File: src/rtl/i2cfan_pkg.sv
package i2cfan_pkg;
  typedef enum logic [1:0] {
    TS_IDLE,
    TS_ADDR,
    TS_DATA,
    TS_SKIP
  } tgt_state_e;

  localparam int BYTE_W = 8;
endpackage

File: src/rtl/line_sync.sv
module line_sync #(
  parameter int W      = 2,
  parameter int STAGES = 2
) (
  input  logic         clk,
  input  logic         rst,
  input  logic [W-1:0] d,
  output logic [W-1:0] q,
  output logic [W-1:0] rise,
  output logic [W-1:0] fall
);
  genvar g;
  generate
    for (g = 0; g < W; g++) begin : g_line
      logic [STAGES-1:0] pipe;
      logic              last;
      always_ff @(posedge clk) begin
        if (rst) begin
          pipe <= '1;
          last <= 1'b1;
        end else begin
          pipe <= {pipe[STAGES-2:0], d[g]};
          last <= pipe[STAGES-1];
        end
      end
      assign q[g]    = pipe[STAGES-1];
      assign rise[g] = pipe[STAGES-1] & ~last;
      assign fall[g] = ~pipe[STAGES-1] & last;
    end
  endgenerate
endmodule

File: src/rtl/i2c_wr_target.sv
module i2c_wr_target
  import i2cfan_pkg::*;
#(
  parameter logic [6:0] DEV_ADDR = 7'b1101001,
  parameter int         NREG     = 3,
  parameter int         PW       = $clog2(NREG + 1)
) (
  input  logic              clk,
  input  logic              rst,
  input  logic              scl_q,
  input  logic              scl_rise,
  input  logic              scl_fall,
  input  logic              sda_q,
  input  logic              sda_rise,
  input  logic              sda_fall,
  output logic              sda_pull,
  output logic              wr_en,
  output logic [PW-1:0]     wr_idx,
  output logic [BYTE_W-1:0] wr_data
);
  localparam logic [3:0]    ACK_SLOT = 4'd8;
  localparam logic [PW-1:0] PTR_END  = PW'(NREG);

  tgt_state_e        state;
  logic [3:0]        bitcnt;
  logic [BYTE_W-1:0] shreg;
  logic [PW-1:0]     ptr;
  logic              ack_q;
  logic              bus_start, bus_stop, in_byte;

  assign bus_start = scl_q & ~scl_rise & sda_fall;
  assign bus_stop  = scl_q & ~scl_rise & sda_rise;
  assign in_byte   = (state == TS_ADDR) || (state == TS_DATA);

  always_ff @(posedge clk) begin
    wr_en <= 1'b0;
    if (rst) begin
      state   <= TS_IDLE;
      bitcnt  <= '0;
      shreg   <= '0;
      ptr     <= '0;
      ack_q   <= 1'b0;
      wr_idx  <= '0;
      wr_data <= '0;
    end else if (bus_start) begin
      state  <= TS_ADDR;
      bitcnt <= '0;
      ptr    <= '0;
      ack_q  <= 1'b0;
    end else if (bus_stop) begin
      state  <= TS_IDLE;
      bitcnt <= '0;
      ptr    <= '0;
      ack_q  <= 1'b0;
    end else begin
      if (scl_rise && in_byte && bitcnt < ACK_SLOT) begin
        shreg  <= {shreg[BYTE_W-2:0], sda_q};
        bitcnt <= bitcnt + 4'd1;
      end
      if (scl_fall && in_byte && bitcnt == ACK_SLOT) begin
        if (ack_q) begin
          ack_q  <= 1'b0;
          bitcnt <= '0;
          if (state == TS_ADDR) state <= TS_DATA;
        end else if (state == TS_ADDR) begin
          if (shreg[7:1] == DEV_ADDR && !shreg[0]) ack_q <= 1'b1;
          else                                     state <= TS_SKIP;
        end else begin
          ack_q <= 1'b1;
          if (ptr < PTR_END) begin
            wr_en   <= 1'b1;
            wr_idx  <= ptr;
            wr_data <= shreg;
            ptr     <= ptr + 1'b1;
          end
        end
      end
    end
  end

  assign sda_pull = ack_q;

  p_ack_slot_r4: assert property (@(posedge clk) disable iff (rst)
    ack_q |-> (bitcnt == ACK_SLOT));
  p_skip_silent_r2: assert property (@(posedge clk) disable iff (rst)
    (state == TS_SKIP) |-> !ack_q);
  p_ptr_restart_r5: assert property (@(posedge clk) disable iff (rst)
    (bus_start || bus_stop) |=> (ptr == '0));
  p_ptr_step_r3: assert property (@(posedge clk) disable iff (rst)
    (wr_en && wr_idx < PTR_END - 1'b1) |-> (ptr == wr_idx + 1'b1));
endmodule

File: src/rtl/enable_bank.sv
module enable_bank
  import i2cfan_pkg::*;
#(
  parameter int NGRP4 = 4,
  parameter int NFB   = 2,
  parameter int NREG  = 3,
  parameter int PW    = 2,
  parameter int NOUT  = 4 * NGRP4 + NFB
) (
  input  logic              clk,
  input  logic              rst,
  input  logic              wr_en,
  input  logic [PW-1:0]     wr_idx,
  input  logic [BYTE_W-1:0] wr_data,
  output logic [NOUT-1:0]   en_vec
);
  localparam int NGRPBITS = 4 * NGRP4;

  genvar i;
  generate
    for (i = 0; i < NOUT; i++) begin : g_bit
      localparam int RI = (i < NGRPBITS) ? (i / BYTE_W) : (NREG - 1);
      localparam int BI = (i < NGRPBITS) ? (i % BYTE_W) : (BYTE_W - NFB + i - NGRPBITS);
      always_ff @(posedge clk) begin
        if (rst)                                  en_vec[i] <= 1'b1;
        else if (wr_en && wr_idx == PW'(RI))      en_vec[i] <= wr_data[BI];
      end
    end
  endgenerate

  p_hold_r3: assert property (@(posedge clk) disable iff (rst)
    !wr_en |=> $stable(en_vec));
endmodule

File: src/rtl/i2c_clk_fanout.sv
module i2c_clk_fanout
  import i2cfan_pkg::*;
#(
  parameter logic [6:0] DEV_ADDR = 7'b1101001,
  parameter int         NGRP4    = 4,
  parameter int         NFB      = 2,
  parameter int         STAGES   = 2
) (
  input  logic                     clk,
  input  logic                     rst,
  input  logic                     scl_in,
  input  logic                     sda_in,
  output logic                     sda_pull,
  input  logic                     ref_clk,
  input  logic                     outs_on,
  output logic [4*NGRP4+NFB-1:0]   clk_out,
  output logic [4*NGRP4+NFB-1:0]   out_hiz
);
  localparam int NOUT = 4 * NGRP4 + NFB;
  localparam int NREG = (NOUT + BYTE_W - 1) / BYTE_W;
  localparam int PW   = $clog2(NREG + 1);

  logic [1:0]        ln_q, ln_rise, ln_fall;
  logic              wr_en;
  logic [PW-1:0]     wr_idx;
  logic [BYTE_W-1:0] wr_data;
  logic [NOUT-1:0]   en_vec;

  line_sync #(.W(2), .STAGES(STAGES)) u_sync (
    .clk(clk), .rst(rst), .d({sda_in, scl_in}),
    .q(ln_q), .rise(ln_rise), .fall(ln_fall)
  );

  i2c_wr_target #(.DEV_ADDR(DEV_ADDR), .NREG(NREG), .PW(PW)) u_tgt (
    .clk(clk), .rst(rst),
    .scl_q(ln_q[0]), .scl_rise(ln_rise[0]), .scl_fall(ln_fall[0]),
    .sda_q(ln_q[1]), .sda_rise(ln_rise[1]), .sda_fall(ln_fall[1]),
    .sda_pull(sda_pull), .wr_en(wr_en), .wr_idx(wr_idx), .wr_data(wr_data)
  );

  enable_bank #(.NGRP4(NGRP4), .NFB(NFB), .NREG(NREG), .PW(PW), .NOUT(NOUT)) u_bank (
    .clk(clk), .rst(rst), .wr_en(wr_en), .wr_idx(wr_idx), .wr_data(wr_data),
    .en_vec(en_vec)
  );

  genvar i;
  generate
    for (i = 0; i < NOUT; i++) begin : g_gate
      assign clk_out[i] = outs_on & en_vec[i] & ref_clk;
      assign out_hiz[i] = ~outs_on;
      p_gate_low_r8: assert property (@(posedge clk) disable iff (rst)
        !en_vec[i] |-> !clk_out[i]);
    end
  endgenerate

  p_float_all_r9: assert property (@(posedge clk) disable iff (rst)
    !outs_on |-> (&out_hiz && clk_out == '0));
endmodule

File: config.mk
export PLATFORM = sky130hd
export DESIGN_NAME = i2c_clk_fanout
export DESIGN_NICKNAME = d
export VERILOG_FILES = /design/src/rtl/i2cfan_pkg.sv /design/src/rtl/line_sync.sv /design/src/rtl/i2c_wr_target.sv /design/src/rtl/enable_bank.sv /design/src/rtl/i2c_clk_fanout.sv
export SDC_FILE = /design/constraint.sdc
export NUM_CORES = 1
export LEC_CHECK = 0
export BUFFER_PORTS_ARGS = -buffer_cell sky130_fd_sc_hd__buf_2
export CAP_MARGIN = 20
export CORE_AREA = 2 2 92 58
export CTS_CLUSTER_DIAMETER = 120
export CTS_CLUSTER_SIZE = 10
export DETAILED_ROUTE_END_ITERATION = 10
export DIE_AREA = 0 0 94 60
export GPL_TIMING_DRIVEN = 0
export HOLD_SLACK_MARGIN = 0.03
export PLACE_DENSITY = 0.73
export SLEW_MARGIN = 20
export SYNTH_ARGS = -nofsm -noshare
export SYNTH_HDL_FRONTEND = slang
export SYNTH_SLANG_ARGS = --single-unit
File: constraint.sdc
create_clock -name clk -period 1.5 [get_ports clk]
set_input_delay 0.075 -clock clk [delete_from_list [all_inputs] [get_ports clk]]
set_output_delay 0.075 -clock clk [all_outputs]
set_load 0.005 [all_outputs]
==> results of run 1 <==
-- power by group through the flow --
stage | Combinational (uW) | Clock [uW] | Sequential [uW]
floorplan | 126 | 0 | 1430
global placement | 202 | 0 | 1430
detailed placement | 205 | 0 | 1430
CTS | 220 | 850 | 1400
global route | 255 | 907 | 1400
finish | 232 | 831 | 1400
-- through the flow --
step | hold slack (ns) | worst slack, ns | power [uW]
finish | 0.233 | -0.0326 | 2460
global route | 0.244 | -0.0468 | 2560
CTS | 0.244 | 0.000651 | 2470
detailed placement | 0.260 | -0.119 | 1640
global placement | 0.258 | -0.0893 | 1630
floorplan | 0.179 | 0.0127 | 1550
-- cell families after synthesis --
| logic type | Yosys count | share of synthesized area [%] |
|---|---|---|
| AOI/OAI and AO/OA | 30 | 8.78 |
| xor gates and xnor gates | 3 | 1.15 |
| adders and majority gates | 4 | 2.19 |
| buffers and inverters | 33 | 8.83 |
| DFF | 52 | 45.6 |
| muxes | 13 | 5.70 |
| and+or+nand+nor | 117 | 27.7 |
-- area by class of cell --
cell class	instances	area, um^2	area share (%)
Buffer	29	204	7.23
Clock buffer	7	86.3	3.06
Clock inverter	1	7.51	0.266
Inverter	4	15.0	0.532
Multi-Input combinational cell	167	1090	38.7
Sequential cell	52	1050	37.2
Tap cell	66	82.6	2.93
Timing Repair Buffer	49	285	10.1
-- routing by layer --
layer  vias to the layer above  share of wire, %  GRT usage, %
met3                         6               4.7          3.78
met5                         -                 0             0
met2                        40                42          23.7
met4                         0               1.1          7.04
met1                       867                52          26.4
li1                        948                 -             -
-- worst max-delay path, stage by stage (launching register included) --
cell                      delay [ns]
sky130_fd_sc_hd__dfxtp_4        0.36
sky130_fd_sc_hd__ha_4           0.25
sky130_fd_sc_hd__or4b_4         0.49
sky130_fd_sc_hd__buf_2          0.17
sky130_fd_sc_hd__nand2_1        0.07
sky130_fd_sc_hd__a21oi_1        0.06
-- worst max-delay path by stage --
stage | slack (ns) | cells past startpoint | endpoint
after floorplan | 0.01 | 6 | u_tgt.shreg[0]$_SDFFE_PP0P_
after global placement | -0.09 | 5 | u_tgt.shreg[7]$_SDFFE_PP0P_
after detailed placement | -0.12 | 5 | u_tgt.shreg[1]$_SDFFE_PP0P_
after CTS | 0.0007 | 5 | u_tgt.shreg[1]$_SDFFE_PP0P_
after global routing | -0.05 | 5 | u_tgt.shreg[6]$_SDFFE_PP0P_
final | -0.03 | 5 | u_tgt.shreg[2]$_SDFFE_PP0P_
-- Yosys cell counts, drive strengths merged --
library cell / n
mux2i: 13
nor2b: 10
nand4b: 1
a21oi: 12
nand2b: 3
nand2: 42
nor4b: 2
o211ai: 1
xnor2: 1
nor3: 1
a41oi: 1
dfxtp: 52
ha: 4
or4b: 1
nor3b: 1
clkbuf: 8
and3: 18
a211o: 9
o21ai: 2
inv: 4
or2: 7
a21o: 2
nor2: 17
a31oi: 2
buf: 21
nand4: 2
o21bai: 1
nand3b: 9
and2: 1
and4b: 1
nand3: 1
xor2: 2
-- sequential cells by signal (all words and copies together), names as in the netlist --
register and flops:
u_tgt.shreg 8, u_tgt.ptr 2, u_tgt.sda_pull 1, u_sync.g_line.pipe 4
u_tgt.wr_data 8, u_tgt.state 2, u_sync.g_line.last 2, u_tgt.bitcnt 4
u_tgt.wr_idx 2, u_tgt.wr_en 1, u_bank.en_vec 18
-- repair_timing --
| action | CTS | global route |
|---|---|---|
| cloned | 0 | 2 |
| setup buffers | 0 | 4 |
| pin swaps | 0 | 2 |
| resized for setup | 11 | 12 |
| hold buffers | 2 | 0 |
| endpoints found under the hold margin | 2 | 0 |
| setup endpoints to repair | 19 | 24 |
==> flow_summary.toml, run 1 <==
[outcome]
outcome = "complete, but fails checks"
violations = "setup timing"

[route]
total_wire_length_um = 4880
postRouteAntennaNets = 0
drt_first_pass_iters = 4
detail_route.wl_per_cell_um = 13.0
drt_iter0_markers = 112
route.vias.total = 1861
via_per_inst = 4.96
detail_route.drc_violations = 0

[critical_path]
regToRegEndpoint = "u_tgt.shreg[2]$_SDFFE_PP0P_"
r2r_setup_slack_ns = -0.03
cp.arrival_ns = 1.71
critPathLaunchType = "register"
cp-startpoint = "u_tgt.state[0]$_SDFFE_PP0P_"
reg2reg_depth = 5
timing.setup.critical_path_class = "reg -> reg"
worst-endpoint-required_ns = 1.68
worst_setup_path_end_kind = "register"
r2r_start = "u_tgt.state[0]$_SDFFE_PP0P_"
timing.critical_path.fanout_max = 5

[logic_synthesis]
synth_cells = 252
mappedNetlistNets = 262
synth_top_area_share_pct = 45.6
avgSynthCellArea_um2 = 9.05
netlist_area_um2 = 2280
ys_top_cells_by_area = "sky130_fd_sc_hd__dfxtp_1 46%, sky130_fd_sc_hd__nand2_1 6.9%, sky130_fd_sc_hd__buf_4 5.9%, sky130_fd_sc_hd__mux2i_1 5.7%, sky130_fd_sc_hd__and3_1 4.9%"
synth.yosys.seq_area_share_pct = 45.6
yosys_register_bits = 52
synth_top_area_cell = "sky130_fd_sc_hd__dfxtp_1"
synth.distinct_cells = 35
synth.yosys.warnings = 0

[sta]
max_slew.worst_pin.slew_ns = 0.634
post-route-worst-setup-slack_ns = -0.0326
period_minus_slack_ns = 1.53
final.setup.tns_ns = -0.106
timing.slew.headroom_pct = 57.6
setup_viol = 7
slew_violations = 0
rsz0062_at_grt = "yes"
final.period_utilization_pct = 102
timing.clock.skew_ns = 0.00598
fmax_ghz = 0.652
timing_hold_violations_final = 0

[cts]
worst_skew_pair.late_latency_ns = 0.31
clock_pin_slew_on_the_worst_setup_and_hold_paths_ns = 0.09
clk_root_buffer_cell = "sky130_fd_sc_hd__clkbuf_8"
cts_made_buffers = 5
clockBufferDepth = 2
cts-htree-levels = 2
cts_tree = "built"
clock_sinks = 52

[final_layout]
final_cell_mix = "48 x sky130_fd_sc_hd__dfxtp_1, 42 x sky130_fd_sc_hd__buf_2, 41 x sky130_fd_sc_hd__nand2_1, 23 x sky130_fd_sc_hd__buf_4, 18 x sky130_fd_sc_hd__and3_1"
most_common_cell_after_layout_fill_and_taps_aside = "sky130_fd_sc_hd__dfxtp_1"
final_area_um2 = 2820
final-instance-count-excl-fill = 375
fin_util_pct = 57.8
post_route_cells_drive_above_1_share_pct = 32.0
net_count_final = 318
final.fill_count = 436
areaGrowthSynthToFinish_pct = 23.7
antenna-diode-count = 0

[power]
power.clock.fraction_pct = 33.7
netSwitchingFraction_pct = 23.4
pwr_density_cell_nw_per_um2 = 873
power.leakage_uw = 0.00131
internal_power_uw = 1890
max-vdd-ir-drop_mv = 0.475
power_frac_seq_pct = 56.8
switching_power_uw = 576
comb_power_share_pct = 9.4

[min_path]
whs_path_depth = 2
hold_path_origin = "rst"
worst_hold_path.endpoint = "u_sync.g_line[1].pipe[1]$_SDFF_PP1_"
worstHoldPathType = "in -> reg"

[run]
timing.max_cap.violations = 0

[global_route]
number_of_global_route_vias_before_repair = 1547
gr-total-overflow = 0
grt_antenna_before_repair = 0
grt_start_max_net_pins = 19
grt_pass1_wl_um = 7490
globalRouteTotalUtil_pct = 17.4

[floorplanning]
design.die.area_um2 = 5640
core_area_um2 = 4880
initial_core_util_pct = 46.7
num_rows = 20
pin_count = 43
fp.dieH_um = 60
die_x_um = 94

[place]
placed_area_um2 = 2570
place_hpwl_um = 3410
gpl.final_weighted_congestion = 0.816
buffer_ports.inserted = 41
place.detailed.instances = 359
Power figures use the tool's default switching activity.
==> run 2, diff against run 1 <==
--- a/config.mk
+++ b/config.mk
@@ -12,7 +12,7 @@
 export CTS_CLUSTER_SIZE = 10
 export DETAILED_ROUTE_END_ITERATION = 10
 export DIE_AREA = 0 0 94 60
-export GPL_TIMING_DRIVEN = 0
+export GPL_TIMING_DRIVEN = 1
 export HOLD_SLACK_MARGIN = 0.03
 export PLACE_DENSITY = 0.73
 export SLEW_MARGIN = 20
==> run 2 against run 1 <==
Effect of this change:
- the flow now finishes without violations
- clock skew grew 0.0035 ns
- sequential cell count unchanged
- global-route usage about the same
- critical path type unchanged
- largest cell class unchanged
- largest power group unchanged
- highest routed layer unchanged
==> flow_summary.toml, run 2 (synthesis gave the netlist of run 1 again) <==
[cts]
clockBufferDepth = 2
cts_tree = "built"
clock_sinks = 52
clock_pin_slew_on_the_worst_setup_and_hold_paths_ns = 0.10
clk_root_buffer_cell = "sky130_fd_sc_hd__clkbuf_8"
cts-htree-levels = 2
cts_made_buffers = 5
worst_skew_pair.late_latency_ns = 0.31

[sta]
slew_violations = 0
period_minus_slack_ns = 1.49
setup_viol = 0
timing_hold_violations_final = 0
timing.clock.skew_ns = 0.00952
timing.slew.headroom_pct = 75.6
rsz0062_at_grt = "yes"
final.setup.tns_ns = 0
max_slew.worst_pin.slew_ns = 0.366
final.period_utilization_pct = 99.4
fmax_ghz = 0.671

[final_layout]
net_count_final = 304
registers.top_by_ff_count = "u_bank.en_vec"
antenna-diode-count = 0
areaGrowthSynthToFinish_pct = 19.8
largest_reg_flops = 18
final_cell_mix = "49 x sky130_fd_sc_hd__dfxtp_1, 42 x sky130_fd_sc_hd__buf_2, 35 x sky130_fd_sc_hd__nand2_1, 18 x sky130_fd_sc_hd__and3_1, 16 x sky130_fd_sc_hd__nor2_1"
most_common_cell_after_layout_fill_and_taps_aside = "sky130_fd_sc_hd__dfxtp_1"
biggestRegsByFlops = "u_bank.en_vec (18), u_tgt.shreg (8), u_tgt.wr_data (8)"
post_route_cells_drive_above_1_share_pct = 34.2
final.fill_count = 439
final-instance-count-excl-fill = 361

[place]
buffer_ports.inserted = 42
place.detailed.instances = 348
place_hpwl_um = 3180
gpl.final_weighted_congestion = 0.765

[run]
timing.max_cap.violations = 0

[critical_path]
critPathLaunchType = "register"
timing.critical_path.fanout_max = 5
critPathCapture = "u_tgt.shreg[7]$_SDFFE_PP0P_"
regToRegEndpoint = "u_tgt.shreg[7]$_SDFFE_PP0P_"
reg2reg_depth = 5
worst-endpoint-required_ns = 1.68
cp.arrival_ns = 1.67
r2r_setup_slack_ns = 0.009
worst_setup_path_end_kind = "register"
r2r_start = "u_tgt.state[0]$_SDFFE_PP0P_"
cp-startpoint = "u_tgt.state[0]$_SDFFE_PP0P_"
timing.setup.critical_path_class = "reg -> reg"

[global_route]
globalRouteTotalUtil_pct = 17.4
grt_antenna_before_repair = 0
gr-total-overflow = 0
number_of_global_route_vias_before_repair = 1607
grt_start_max_net_pins = 38
grt_pass1_wl_um = 7620

[min_path]
whs_path_depth = 1
worstHoldPathType = "reg -> reg"

[floorplanning]
fp.dieH_um = 60
die_x_um = 94
pin_count = 43
initial_core_util_pct = 46.7
design.die.area_um2 = 5640
num_rows = 20
core_area_um2 = 4880

[route]
route.vias.total = 1791
via_per_inst = 4.96
detail_route.wl_per_cell_um = 13.0
detail_route.drc_violations = 0
drt_iter0_markers = 93
drt_first_pass_iters = 4
postRouteAntennaNets = 0
total_wire_length_um = 4700

[power]
max-vdd-ir-drop_mv = 0.472
total_power_uw = 2380
pwr_density_cell_nw_per_um2 = 870
power.leakage_uw = 0.00127

[outcome]
outcome = "finished clean"
## run 2: cell count changes in the layout (fill, tap and decap cells not counted), sizes merged
cell | before | now
clkinvlp | 1 | 0
clkbuf | 16 | 5
dlygate4sd3 | 2 | 3
clkinv | 0 | 3
buf | 67 | 61
## run 2: worst max-delay path: stages (launching register included)
cell	delay [ns]
sky130_fd_sc_hd__dfxtp_2	0.35
sky130_fd_sc_hd__ha_4	0.24
sky130_fd_sc_hd__or4b_4	0.50
sky130_fd_sc_hd__buf_6	0.16
sky130_fd_sc_hd__nand2_2	0.07
sky130_fd_sc_hd__a21oi_2	0.05
## run 2: worst min path at each step
| stage | start | slack, ns | end |
|---|---|---|---|
| final | u_sync.g_line[0].pipe[0]$_SDFF_PP1_ | 0.42 | u_sync.g_line[0].pipe[1]$_SDFF_PP1_ |
| after global routing | u_sync.g_line[1].pipe[0]$_SDFF_PP1_ | 0.44 | u_sync.g_line[1].pipe[1]$_SDFF_PP1_ |
| after CTS | u_sync.g_line[0].pipe[0]$_SDFF_PP1_ | 0.42 | u_sync.g_line[0].pipe[1]$_SDFF_PP1_ |
| after detailed placement | scl_in | 0.26 | u_sync.g_line[0].pipe[0]$_SDFF_PP1_ |
| after global placement | scl_in | 0.26 | u_sync.g_line[0].pipe[0]$_SDFF_PP1_ |
| after floorplan | scl_in | 0.18 | u_sync.g_line[0].pipe[0]$_SDFF_PP1_ |
## run 2: layout make-up
cell class / instances / area [um^2] / area share [%]
clock buffers: 5 / 68.8 / 2.52
clock inverters: 3 / 18.8 / 0.687
inverters: 4 / 15.0 / 0.549
multi-input cells: 167 / 1100 / 40.4
flip-flops and latches: 52 / 1040 / 38.2
well taps: 66 / 82.6 / 3.02
repair buffers: 64 / 398 / 14.6
## run 2: stage by stage
stage / setup WS (ns) / cell area [um^2] / hold slack [ns] / util [%]
2_1_floorplan: 0.0127 / 2280 / 0.179 / -
3_3_place_gp: -0.0350 / 2510 / 0.257 / 51.5
3_5_place_dp: -0.0647 / 2510 / 0.259 / 51.5
4_1_cts: 0.00905 / 2670 / 0.421 / 54.7
5_1_grt: -0.0312 / 2730 / 0.438 / 56.0
6_report: 0.00886 / 2730 / 0.418 / 56.0
## run 2: what timing repair did
| action | in CTS | in global routing |
|---|---|---|
| resized for setup | 7 | 21 |
| setup buffers | 0 | 1 |
| cloned | 1 | 0 |
| pin swaps | 0 | 3 |
| hold buffers | 3 | 0 |
| hold endpoints to repair | 3 | 0 |
| setup endpoints to repair | 11 | 26 |
## run 2: power breakdown
part / leakage, uW / internal (uW) / switching, uW
Clock: 0.0000479 / 326 / 456
Combinational: 0.000797 / 97.5 / 96.9
Sequential: 0.000422 / 1390 / 9.36
Total: 0.00127 / 1810 / 562
## run 2: metal layers
layer | GRT usage (%) | vias up | share of wire, %
met5 | 0 | - | 0
met4 | 3.11 | 0 | 0.34
met3 | 4.92 | 2 | 3.7
met2 | 24.5 | 34 | 44
met1 | 26.5 | 830 | 52
li1 | - | 925 | -
==> run 3, diff against run 2 <==
--- a/config.mk
+++ b/config.mk
@@ -7,15 +7,17 @@
 export LEC_CHECK = 0
 export BUFFER_PORTS_ARGS = -buffer_cell sky130_fd_sc_hd__buf_2
 export CAP_MARGIN = 20
-export CORE_AREA = 2 2 92 58
+export CORE_AREA = 2 2 93 59
 export CTS_CLUSTER_DIAMETER = 120
 export CTS_CLUSTER_SIZE = 10
 export DETAILED_ROUTE_END_ITERATION = 10
-export DIE_AREA = 0 0 94 60
+export DIE_AREA = 0 0 95 61
 export GPL_TIMING_DRIVEN = 1
 export HOLD_SLACK_MARGIN = 0.03
 export PLACE_DENSITY = 0.73
+export SETUP_SLACK_MARGIN = 0.15
 export SLEW_MARGIN = 20
 export SYNTH_ARGS = -nofsm -noshare
 export SYNTH_HDL_FRONTEND = slang
+export SYNTH_HIERARCHICAL = 1
 export SYNTH_SLANG_ARGS = --single-unit
==> run 3 against run 2 <==
Effect of this change:
- the run now ends with setup timing left
- via count is 3.7% lower
- global-route usage is 1.5 points lower
- highest routed layer unchanged
- cell count decreased by 2.2%
- utilization grew 2.4 points
- clock skew decreased by 0.0032 ns
- non-clock buffer count increased by 2
- register-to-register slack worse by 0.14 ns
- total power grew 10%
- worst setup slack lost 0.14 ns
- wire length fell by 0.68%
- first-iteration DRC count is 18% lower
- maximum frequency decreased by 8.5%
- largest cell class unchanged
==> flow_summary.toml, run 3 <==
[critical_path]
regToRegEndpoint = "u_tgt/state[0]$_SDFFE_PP0P_"
worst_setup_path_end_kind = "register"
reg2reg_depth = 4
timing.critical_path.fanout_max = 2
critPathLaunchType = "register"
cp_slowest_stage_delay_ns = 0.40
timing.setup.critical_path_class = "reg -> reg"
critical_path.top_delay_family = "simple AND/OR/NAND/NOR gates"
cp.arrival_ns = 1.83
worst-endpoint-required_ns = 1.70
cp.buffers_inverters = 0
critPathSlowestCell = "sky130_fd_sc_hd__nor4b_1"
cp-startpoint = "u_tgt/shreg[2]$_SDFFE_PP0P_"
r2r_start = "u_tgt/shreg[2]$_SDFFE_PP0P_"
r2r_setup_slack_ns = -0.13
crit_path_cell_trace = "nor4b_1, nand4_1, a31oi_4, mux2_4"

[final_layout]
largest_reg_flops = 18
net_count_final = 296
antenna-diode-count = 0
areaGrowthSynthToFinish_pct = 23.2
most_common_cell_after_layout_fill_and_taps_aside = "sky130_fd_sc_hd__nor2_1"
registers.top_by_ff_count = "u_bank/en_vec"
post_route_cells_drive_above_1_share_pct = 34.1
final-instance-count-excl-fill = 353
fin_util_pct = 58.4
biggestRegsByFlops = "u_bank/en_vec (18), u_tgt/shreg (8), u_tgt/wr_data (8)"
final_cell_mix = "53 x sky130_fd_sc_hd__nor2_1, 50 x sky130_fd_sc_hd__dfxtp_1, 42 x sky130_fd_sc_hd__buf_2, 35 x sky130_fd_sc_hd__mux2i_1, 16 x sky130_fd_sc_hd__buf_4"

[route]
postRouteAntennaNets = 0
met2RoutedLength_um = 2130
top_layer = "met4"
detail_route.wl_per_cell_um = 13.2
drt_first_pass_iters = 4
total_wire_length_um = 4670
route.met3.wl_um = 170
via_per_inst = 4.89
route.vias.total = 1725
met1Wirelength_um = 2320
detail_route.drc_violations = 0
drt_iter0_markers = 76

[logic_synthesis]
yosys_register_bits = 52
mappedNetlistNets = 254
synth_enable_flop_cells = 0
share_of_synthesized_flip_flops_with_an_asynchronous_set_or_reset_pct = 0
synth.cells.most_frequent = "54 x sky130_fd_sc_hd__nor2_1, 52 x sky130_fd_sc_hd__dfxtp_1, 36 x sky130_fd_sc_hd__mux2i_1, 23 x sky130_fd_sc_hd__buf_4, 15 x sky130_fd_sc_hd__and3_1"
synth_top_area_cell = "sky130_fd_sc_hd__dfxtp_1"
synth.distinct_cells = 35
yosysMostFrequentCell = "sky130_fd_sc_hd__nor2_1"
synth.yosys.warnings = 6
avgSynthCellArea_um2 = 9.58
ys_top_cells_by_area = "sky130_fd_sc_hd__dfxtp_1 45%, sky130_fd_sc_hd__mux2i_1 15%, sky130_fd_sc_hd__nor2_1 8.7%, sky130_fd_sc_hd__buf_4 7.4%, sky130_fd_sc_hd__and3_1 4.0%"
synth.yosys.seq_area_share_pct = 44.5
synth_cells = 244
ys.flop_type = "sky130_fd_sc_hd__dfxtp_1"
synth_top_area_share_pct = 44.5
netlist_area_um2 = 2340

[min_path]
worstHoldPathType = "in -> reg"
hold_path_origin = "rst"
worst_hold_path.endpoint = "u_sync/g_line[0].last$_SDFF_PP1_"
whs_path_depth = 2

[global_route]
grt_start_max_net_pins = 50
grt_antenna_before_repair = 0
gr-total-overflow = 0
globalRouteTotalUtil_pct = 15.9
number_of_global_route_vias_before_repair = 1490
grt_pass1_wl_um = 6970

[place]
detailedPlace.worstSlack_ns = -0.0677
gpl.final_weighted_congestion = 0.824
buffer_ports.inserted = 42
place_hpwl_um = 3120
place.detailed.instances = 341

[cts]
cts-htree-levels = 2
worst_skew_pair.late_latency_ns = 0.30
cts_tree = "built"
cts_made_buffers = 5
clock_pin_slew_on_the_worst_setup_and_hold_paths_ns = 0.09
clock_sinks = 52
clk_root_buffer_cell = "sky130_fd_sc_hd__clkbuf_8"
clockBufferDepth = 2

[floorplanning]
num_rows = 20
die_x_um = 95
initial_core_util_pct = 47.4
design.die.area_um2 = 5800
core_area_um2 = 4930
pin_count = 43
fp.dieH_um = 61

[outcome]
violations = "setup timing"
outcome = "complete, but fails checks"

[power]
power.leakage_uw = 0.00139
max-vdd-ir-drop_mv = 0.496
pwr_density_cell_nw_per_um2 = 908

[sta]
period_minus_slack_ns = 1.63
timing_hold_violations_final = 0
timing.clock.skew_ns = 0.00629
slew_violations = 0
fmax_ghz = 0.614
post-route-worst-setup-slack_ns = -0.129
setup_viol = 24
final.period_utilization_pct = 109
rsz0062_at_grt = "yes"
max_slew.worst_pin.slew_ns = 0.379
timing.slew.headroom_pct = 74.4

[run]
timing.max_cap.violations = 0
## run 3: cell types whose count changed after synthesis, sizes merged, moves of 4 or more
| cell | previous run | this run |
|---|---|---|
| nand2 | 42 | 3 |
| nor2 | 17 | 54 |
| mux2i | 13 | 36 |
| a211o | 9 | 0 |
| buf | 21 | 30 |
| a21oi | 12 | 4 |
| clkbuf | 8 | 1 |
| nand3b | 9 | 2 |
| nor2b | 10 | 6 |
## run 3: worst max path at each step
stage / slack [ns] / endpoint / cells past startpoint
2_1_floorplan: -0.12 / u_tgt/state[0]$_SDFFE_PP0P_ / 7
3_3_place_gp: -0.04 / u_tgt/state[0]$_SDFFE_PP0P_ / 6
3_5_place_dp: -0.07 / u_tgt/wr_data[3]$_SDFFE_PP0P_ / 6
4_1_cts: -0.08 / u_tgt/state[0]$_SDFFE_PP0P_ / 6
5_1_grt: -0.20 / u_tgt/state[0]$_SDFFE_PP0P_ / 4
6_report: -0.13 / u_tgt/state[0]$_SDFFE_PP0P_ / 4
## run 3: where the power goes
| group | switching, uW | internal [uW] |
|---|---|---|
| registers | 5.81 | 1390 |
| clock network | 457 | 546 |
| logic | 111 | 105 |
| total | 574 | 2040 |
## run 3: cells by family after synthesis
group | count (synthesis) | synth area share, %
flops | 52 | 44.5
simple gates | 102 | 22.1
xor+xnor | 3 | 1.12
fa+ha+maj | 4 | 2.14
buf+inv | 35 | 11.0
compound gates | 11 | 3.27
mux | 37 | 15.9
## run 3: worst register-to-register path, cell delays in order, from the launching register on
cell and delay (ns):
sky130_fd_sc_hd__dfxtp_1 0.32, sky130_fd_sc_hd__nor4b_1 0.40, sky130_fd_sc_hd__nand4_1 0.25, sky130_fd_sc_hd__a31oi_4 0.24
sky130_fd_sc_hd__mux2_4 0.31
## run 3: final cells by class
class	instances	area, um^2
tap	66	82.6
sequential	52	1040
inverter	4	15.0
fill	426	2050
clock buffer	6	82.6
multi-input combinational	157	1160
timing repair buffer	66	458
clock inverter	2	38.8
## run 3: routing by layer
layer,vias up,global-route usage [%]
li1,881,-
met1,818,23.2
met2,21,22.8
met3,5,4.47
met4,0,4.97
met5,-,0
## run 3: through the flow
step	instance area, um^2	hold WS, ns	TNS [ns]	power, uW
floorplan	2360	0.172	-0.124	1560
global placement	2600	0.258	-0.322	1610
detailed placement	2600	0.258	-0.554	1620
CTS	2750	0.0540	-0.701	2620
global route	2880	0.0714	-2.67	2730
finish	2880	0.0581	-1.52	2610
## run 3: timing repair
item,in CTS,in global routing
endpoints found under the hold margin,2,0
gates resized for setup,3,20
pin swaps,1,11
setup buffers,0,1
cloned,0,1
hold buffers,2,0
setup endpoints to repair,27,28
